### src/rtl/fuse_pkg.sv
package fuse_pkg;
  localparam int INSN_W    = 32;
  localparam int REG_W     = 5;
  localparam int SHAMT_W   = 6;
  localparam int NUM_KINDS = 6;
  localparam int KIND_W    = $clog2(NUM_KINDS + 1);
  localparam int IMM_W     = 12;

  typedef enum logic [KIND_W-1:0] {
    FK_NONE       = 3'd0,
    FK_LUI_ADDI   = 3'd1,
    FK_AUIPC_ADDI = 3'd2,
    FK_ZEXT_HALF  = 3'd3,
    FK_ZEXT_WORD  = 3'd4,
    FK_ZEXT_WSHR  = 3'd5,
    FK_ADD_LOAD   = 3'd6
  } fuse_kind_e;

  typedef struct packed {
    logic               is_lui;
    logic               is_auipc;
    logic               is_addi;
    logic               is_addiw;
    logic               is_slli;
    logic               is_srli;
    logic               is_add;
    logic               is_ld;
    logic               imm_zero;
    logic [SHAMT_W-1:0] shamt;
    logic [REG_W-1:0]   rd;
    logic [REG_W-1:0]   rs1;
  } insn_info_t;
endpackage

### src/rtl/insn_field_decode.sv
module insn_field_decode
  import fuse_pkg::*;
#(
  parameter int P_INSN_W  = INSN_W,
  parameter int P_SHAMT_W = SHAMT_W,
  parameter int P_IMM_W   = IMM_W
) (
  input  logic [P_INSN_W-1:0] insn,
  output insn_info_t          info
);
  localparam logic [6:0] OPC_LUI    = 7'b0110111;
  localparam logic [6:0] OPC_AUIPC  = 7'b0010111;
  localparam logic [6:0] OPC_OPIMM  = 7'b0010011;
  localparam logic [6:0] OPC_OPIMMW = 7'b0011011;
  localparam logic [6:0] OPC_OP     = 7'b0110011;
  localparam logic [6:0] OPC_LOAD   = 7'b0000011;
  localparam int SHAMT_LO  = 20;
  localparam int FUNCT6_LO = SHAMT_LO + P_SHAMT_W;
  localparam int FUNCT6_W  = P_INSN_W - FUNCT6_LO;
  localparam int IMM_LO    = P_INSN_W - P_IMM_W;

  logic [6:0]          opcode;
  logic [2:0]          funct3;
  logic [6:0]          funct7;
  logic [FUNCT6_W-1:0] funct6;

  always_comb begin
    opcode = insn[6:0];
    funct3 = insn[14:12];
    funct7 = insn[31:25];
    funct6 = insn[P_INSN_W-1:FUNCT6_LO];

    info          = '0;
    info.rd       = insn[11:7];
    info.rs1      = insn[19:15];
    info.shamt    = insn[FUNCT6_LO-1:SHAMT_LO];
    info.imm_zero = (insn[P_INSN_W-1:IMM_LO] == '0);
    info.is_lui   = (opcode == OPC_LUI);
    info.is_auipc = (opcode == OPC_AUIPC);
    info.is_addi  = (opcode == OPC_OPIMM)  && (funct3 == 3'b000);
    info.is_addiw = (opcode == OPC_OPIMMW) && (funct3 == 3'b000);
    info.is_slli  = (opcode == OPC_OPIMM)  && (funct3 == 3'b001) && (funct6 == '0);
    info.is_srli  = (opcode == OPC_OPIMM)  && (funct3 == 3'b101) && (funct6 == '0);
    info.is_add   = (opcode == OPC_OP)     && (funct3 == 3'b000) && (funct7 == 7'b0);
    info.is_ld    = (opcode == OPC_LOAD)   && (funct3 == 3'b011);
  end
endmodule

### src/rtl/fuse_kind_match.sv
module fuse_kind_match
  import fuse_pkg::*;
#(
  parameter int P_NUM_KINDS = NUM_KINDS,
  parameter int P_SHAMT_W   = SHAMT_W,
  parameter int SHAMT_HALF  = 48,
  parameter int SHAMT_WORD  = 32
) (
  input  insn_info_t             older,
  input  insn_info_t             younger,
  input  logic                   older_valid,
  input  logic                   younger_valid,
  input  logic [P_NUM_KINDS-1:0] kind_enable,
  output logic [P_NUM_KINDS-1:0] hit
);
  localparam logic [P_SHAMT_W-1:0] SH_HALF = P_SHAMT_W'(SHAMT_HALF);
  localparam logic [P_SHAMT_W-1:0] SH_WORD = P_SHAMT_W'(SHAMT_WORD);

  logic                   link_ok;
  logic [P_NUM_KINDS-1:0] raw;

  always_comb begin
    link_ok = older_valid && younger_valid
           && (older.rd != '0)
           && (younger.rd  == older.rd)
           && (younger.rs1 == older.rd);

    raw = '0;
    raw[0] = older.is_lui   && (younger.is_addi || younger.is_addiw);
    raw[1] = older.is_auipc && younger.is_addi;
    raw[2] = older.is_slli  && (older.shamt == SH_HALF)
          && younger.is_srli && (younger.shamt == SH_HALF);
    raw[3] = older.is_slli  && (older.shamt == SH_WORD)
          && younger.is_srli && (younger.shamt == SH_WORD);
    raw[4] = older.is_slli  && (older.shamt == SH_WORD)
          && younger.is_srli && (younger.shamt < SH_WORD);
    raw[5] = older.is_add   && younger.is_ld && younger.imm_zero;
  end

  for (genvar k = 0; k < P_NUM_KINDS; k++) begin : g_gate
    assign hit[k] = raw[k] && kind_enable[k] && link_ok;
  end
endmodule

### src/rtl/fuse_priority_pick.sv
module fuse_priority_pick #(
  parameter int P_NUM_KINDS = 6,
  parameter int P_KIND_W    = $clog2(P_NUM_KINDS + 1)
) (
  input  logic [P_NUM_KINDS-1:0] hit,
  output logic                   any,
  output logic [P_KIND_W-1:0]    kind
);
  always_comb begin
    any  = |hit;
    kind = '0;
    for (int i = P_NUM_KINDS - 1; i >= 0; i--) begin
      if (hit[i]) kind = P_KIND_W'(i + 1);
    end
  end
endmodule

### src/rtl/fuse_pair_detector.sv
module fuse_pair_detector
  import fuse_pkg::*;
#(
  parameter int P_INSN_W    = INSN_W,
  parameter int P_REG_W     = REG_W,
  parameter int P_NUM_KINDS = NUM_KINDS,
  parameter int P_KIND_W    = KIND_W
) (
  input  logic                   clk,
  input  logic                   rst,
  input  logic [P_NUM_KINDS-1:0] kind_enable,
  input  logic                   older_valid,
  input  logic [P_INSN_W-1:0]    older_insn,
  input  logic                   younger_valid,
  input  logic [P_INSN_W-1:0]    younger_insn,
  output logic                   fuse_valid,
  output logic [P_KIND_W-1:0]    fuse_kind,
  output logic [P_REG_W-1:0]     fuse_rd
);
  localparam int SLOTS = 2;

  logic [P_INSN_W-1:0]    slot_insn [SLOTS];
  insn_info_t             slot_info [SLOTS];
  logic [P_NUM_KINDS-1:0] hit;
  logic                   any_hit;
  logic [P_KIND_W-1:0]    pick_kind;

  assign slot_insn[0] = older_insn;
  assign slot_insn[1] = younger_insn;

  for (genvar s = 0; s < SLOTS; s++) begin : g_dec
    insn_field_decode #(.P_INSN_W(P_INSN_W)) u_dec (
      .insn (slot_insn[s]),
      .info (slot_info[s])
    );
  end

  fuse_kind_match #(.P_NUM_KINDS(P_NUM_KINDS)) u_match (
    .older         (slot_info[0]),
    .younger       (slot_info[1]),
    .older_valid   (older_valid),
    .younger_valid (younger_valid),
    .kind_enable   (kind_enable),
    .hit           (hit)
  );

  fuse_priority_pick #(.P_NUM_KINDS(P_NUM_KINDS), .P_KIND_W(P_KIND_W)) u_pick (
    .hit  (hit),
    .any  (any_hit),
    .kind (pick_kind)
  );

  always_ff @(posedge clk) begin
    if (rst) begin
      fuse_valid <= 1'b0;
      fuse_kind  <= '0;
      fuse_rd    <= '0;
    end else begin
      fuse_valid <= any_hit;
      fuse_kind  <= pick_kind;
      fuse_rd    <= any_hit ? slot_info[0].rd : '0;
    end
  end
endmodule

### config.mk
export PLATFORM = sky130hd
export DESIGN_NAME = fuse_pair_detector
export DESIGN_NICKNAME = d
export VERILOG_FILES = /design/src/rtl/fuse_pkg.sv /design/src/rtl/insn_field_decode.sv /design/src/rtl/fuse_kind_match.sv /design/src/rtl/fuse_priority_pick.sv /design/src/rtl/fuse_pair_detector.sv
export SDC_FILE = /design/constraint.sdc
export NUM_CORES = 1
export LEC_CHECK = 0
export ABC_CLOCK_PERIOD_IN_PS = 4400
export BUFFER_PORTS_ARGS = -buffer_cell sky130_fd_sc_hd__buf_2
export CAP_MARGIN = 20
export CORE_MARGIN = 4
export CORE_UTILIZATION = 35
export DETAILED_ROUTE_END_ITERATION = 8
export PLACE_DENSITY = 0.89
export SETUP_SLACK_MARGIN = 0.5
export SYNTH_ARGS = -nofsm -noshare
export SYNTH_HDL_FRONTEND = slang
export SYNTH_SLANG_ARGS = --single-unit
### constraint.sdc
create_clock -name clk -period 4.4 [get_ports clk]
set_clock_uncertainty 0.05 [all_clocks]
set_input_delay 0.88 -clock clk [delete_from_list [all_inputs] [get_ports clk]]
set_output_delay 0.88 -clock clk [all_outputs]
set_load 0.02 [all_outputs]
Yosys cells after proc, flatten, opt, wreduce, memory -nomap -nowiden
Cells that the tools add are included.

Bits in registers: 9. Input bits: 74. Output and inout port bits: 9. Word-level logic and storage cells: 77.

$lt $le $gt $ge: 1. Equal/unequal tests: 16. Multiplexer cells: 6. Bitwise logic cells: 1. Reductions and logical operators: 48.

Operator list (number): $logic_and 1x1->1 (36); $eq 7x5->1 const B (4); $eq 6x6->1 const B (4); $eq 7x6->1 const B (2); $logic_not 12->1 (1); $logic_not 6->1 (2); $eq 5x5->1 (2); $mux 3 (3); $eq 7x2->1 const B (1); $logic_not 7->1 (1); $logic_not 3->1 (2); $lt 6x6->1 const B (1); $reduce_or 6->1 (1); $reduce_bool 5->1 (1); $mux 2 (2); $reduce_or 2->1 (2); $reduce_or 4->1 (1); $eq 3x1->1 const B (1); $eq 3x2->1 const B (1); $eq 3x3->1 const B (1); $logic_or 1x1->1 (1); $mux 1 (1); $not 1->1 (1).

Logic depth before layout (Yosys ltp)
Depth in word-level cells: 13. Depth in mapped cells: 6. Gate-level depth less buffers: 5.

By module
Synthesis repeated with hierarchy kept, for this count alone.

Cell total of the unflattened synthesis: 138. Area total of the unflattened synthesis: 1154.9 sq um.

Modules (own cells, without submodules): insn_field_decode (times used 2, cells each 38, area each 294.0 sq um, seq. area each 0.0 sq um); fuse_pair_detector (times used 1, cells each 18, area each 265.3 sq um, seq. area each 180.2 sq um); fuse_kind_match (times used 1, cells each 35, area each 245.2 sq um, seq. area each 0.0 sq um); fuse_priority_pick (times used 1, cells each 9, area each 56.3 sq um, seq. area each 0.0 sq um).

Worst setup path before layout
OpenSTA, ideal clock, no wires.

Path type: input to register. Start point: input younger_insn[21]. End point: register fuse_kind[2]. Library setup time: 0.073 ns. Arrival: 1.997 ns. Required time: 4.277 ns. Setup slack: 2.281 ns. Stages: 5. Path buffers: 0. Cells stage by stage: nor4_4 -> nand4b_1 -> a2111oi_2 -> o21ai_2 -> nor3b_2.

Longest elaborated chain between the ends: 7. Elaborated cells between the ends (all ways): 20. Classes of those cells: 1 x order compare; 2 x eq/ne; 3 x mux; 14 x reduce/logical.

RTL lines: from (decl) (RTL line fuse_pair_detector.sv:15) `input logic [P_INSN_W-1:0] younger_insn,`; parallel branches: the longest is 7 deep, another holds $lt 6x6->1; to (signal assigned) (RTL line fuse_pair_detector.sv:60) `fuse_kind <= pick_kind;`; to (decl) (RTL line fuse_pair_detector.sv:17) `output logic [P_KIND_W-1:0] fuse_kind,`.

Parallel ways; which one is timed is not known. A chain may end at the register's enable or synchronous reset.

Final worst setup path
Start point: input younger_insn[3]. End point: register fuse_kind[2].

Longest elaborated chain between the ends: 9. Elaborated cells between the ends (all ways): 34. Classes of those cells: 3 x eq/ne; 3 x mux; 28 x reduce/logical.

RTL lines: $eq 7x2->1 / $eq 7x5->1 (equally long branches) (RTL line insn_field_decode.sv:45, insn_field_decode.sv:40, insn_field_decode.sv:43); $logic_and 1x1->1 (on tied branches) (RTL line insn_field_decode.sv:45, insn_field_decode.sv:43); $logic_and 1x1->1 (on tied branches) (RTL line fuse_kind_match.sv:37, insn_field_decode.sv:43); $logic_and 1x1->1 (on tied branches) (RTL line fuse_kind_match.sv:37, fuse_kind_match.sv:34, fuse_kind_match.sv:36); $logic_and 1x1->1 (on tied branches) (RTL line fuse_kind_match.sv:41, fuse_kind_match.sv:36); $logic_and 1x1->1 (RTL line fuse_kind_match.sv:41) `assign hit[k] = raw[k] && kind_enable[k] && link_ok;`; $mux 3 / $logic_and 1x1->1 (equally long branches) (RTL line fuse_priority_pick.sv:13, fuse_kind_match.sv:41); $mux 3 (2 in a row) (RTL line fuse_priority_pick.sv:13) `if (hit[i]) kind = P_KIND_W'(i + 1);`.

Parallel ways exist; a longest one is shown, timed or not.

==> metrics <==
ant diodes 0; Final Cycle Share 0.480; Final WS setup 2.29 ns; DR iter-0 viols 6; TritonCTS clock tree built; Syn Std Cell Area 709 um^2; Syn. warnings 0; synthesis-stage register bit count 9; Mapped Cells 82; Leak 0.520 nW; gr ovfl total 0; chip height 53.0 um; fin cells 189; Tot GR Track Use 0.161; CP Data Arrival Time 2.25 ns; vias in the first global route 846; H-tree levels 1; ANT nets after route 0; area grow syn2layout 61.7%; crit path max fanout 7; CTS Hold Buffers Added 0; Pwr Density 165 nW/um^2; Worst Path Required 4.54 ns; syn avg cell area 8.65 um^2; Std-Cell Rows 16; drt wl/cell 11.3 um; DR DRC count 0; Max-Cap Viols 0; post_cts resized 0; most common cell after layout, fill and taps aside buf_2; WHS 0.819 ns; status finished, final reports clean; Vias 941; Startpoint Class input port; Setup WS pre-CTS 2.02 ns; Primary FF master, synth dfxtp_1; RSZ-0062 raised after global routing no; Critical path origin younger_insn[3]; clock sink count 9; Starting Density 0.365; setup_tns 0 ns; share of layout cells above drive strength 1 0.549; Fillers 191; minimum clock period 2.11 ns; syn_nets 156; Slew @ Worst Pin 0.500 ns; maximum clock path buffer count 2; FFs w/ async S/R, synth 0; Synth cell types 35; most frequent cells in the layout 77 x buf_2, 11 x nand2_1, 9 x dfxtp_1; dpl cells 185; Fin. Hold Viols 0; largest net degree at the start of global routing 10; Max Freq 474 MHz; CP Class in2reg; Via-to-Cell Ratio 4.98; 1st-pass router iterations 4; CP endpoint kind register; Max-slew headroom 0.662; Placer Congestion 0.736; clock buffers created by TritonCTS 3; CTS clk-pin slew, worst paths 0.05 ns; crit path to fuse_kind[2]; VDD IR-drop max 0.000109 V; initial antenna violation count 0; number of top-level pins 83; register area share after synthesis 0.254; Setup Buffers After CTS 0; first-pass GRT wire length 3.36 mm; Post-Route WL 2.13 mm; Nets 237; port bufs 77; Final setup viols 0; number of synthesized flops with an enable pin 0; die area 2810 um^2; Clk Tree Root Cell clkbuf_4; hold path depth 3; Overall Power 190 uW; type of the worst min-delay path in2reg; chip width 53.0 um; Slew Limit Fails 0; core footprint 1940 um^2
[metal layers]
layer,up-vias,part of all wire,global-route usage
li1,490,-,-
met1,410,0.36,0.174
met2,37,0.55,0.287
met3,4,0.070,0.0254
met4,0,0.022,0.102
met5,-,0,0
[stage by stage]
| stage | utilization | cell area [um^2] |
|---|---|---|
| detailed placement | 0.577 | 1120 |
| finish | 0.591 | 1150 |
| global route | 0.591 | 1150 |
| CTS | 0.591 | 1150 |
| floorplan | - | 709 |
| global placement | 0.577 | 1120 |
[layout make-up]
cell class,instances,area (um^2),area share
clock buffers,4,26.3,0.0229
inverters,1,3.75,0.00327
flip-flops and latches,9,180,0.157
well taps,27,33.8,0.0294
repair buffers,77,385,0.336
multi-input cells,71,518,0.451
[kinds of logic after synthesis]
kind of cell    Yosys count  share of synthesized area
compound gates           16                      0.173
buf+inv                   2                     0.0159
simple gates             55                      0.557
flops                     9                      0.254
[state kept, by name, indices dropped and copies added (netlist names)]
name and flops:
fuse_kind 3, fuse_rd 5, fuse_valid 1
[synthesized netlist by cell type (2+ instances only)]
master	n	area, um^2
a21oi_1	5	25.0
and4bb_1	2	25.0
dfxtp_1	9	180
nand2_1	11	41.3
nand3_1	5	25.0
nand4_1	4	25.0
nand4b_1	4	35.0
nor2_1	3	11.3
nor2b_1	2	12.5
nor3_1	2	10.0
nor4_1	4	25.0
nor4b_1	3	26.3
o21a_1	2	15.0
or3_1	5	31.3
[critical path, stage by stage]
cell      delay, ns
buf_2          0.09
and4bb_1       0.29
nand2_1        0.10
nor4b_1        0.49
o21ai_2        0.20
nor3b_2        0.19
[power by group]
part             switching, mW  internal [mW]  total, mW
Sequential     0.0000000000262         0.0815     0.0815
Clock                   0.0259         0.0348     0.0607
Combinational           0.0193         0.0283     0.0476
Total                   0.0452          0.145      0.190
[worst min-delay path by stage]
stage                               from          to  slack, ns
after floorplan            older_insn[7]  fuse_rd[0]       0.95
after global placement    older_insn[11]  fuse_rd[4]       1.08
after detailed placement  older_insn[11]  fuse_rd[4]       1.08
after CTS                 older_insn[11]  fuse_rd[4]       0.80
after global routing      older_insn[11]  fuse_rd[4]       0.81
final                     older_insn[11]  fuse_rd[4]       0.82
No activity file was read; power rests on OpenSTA's default activity.
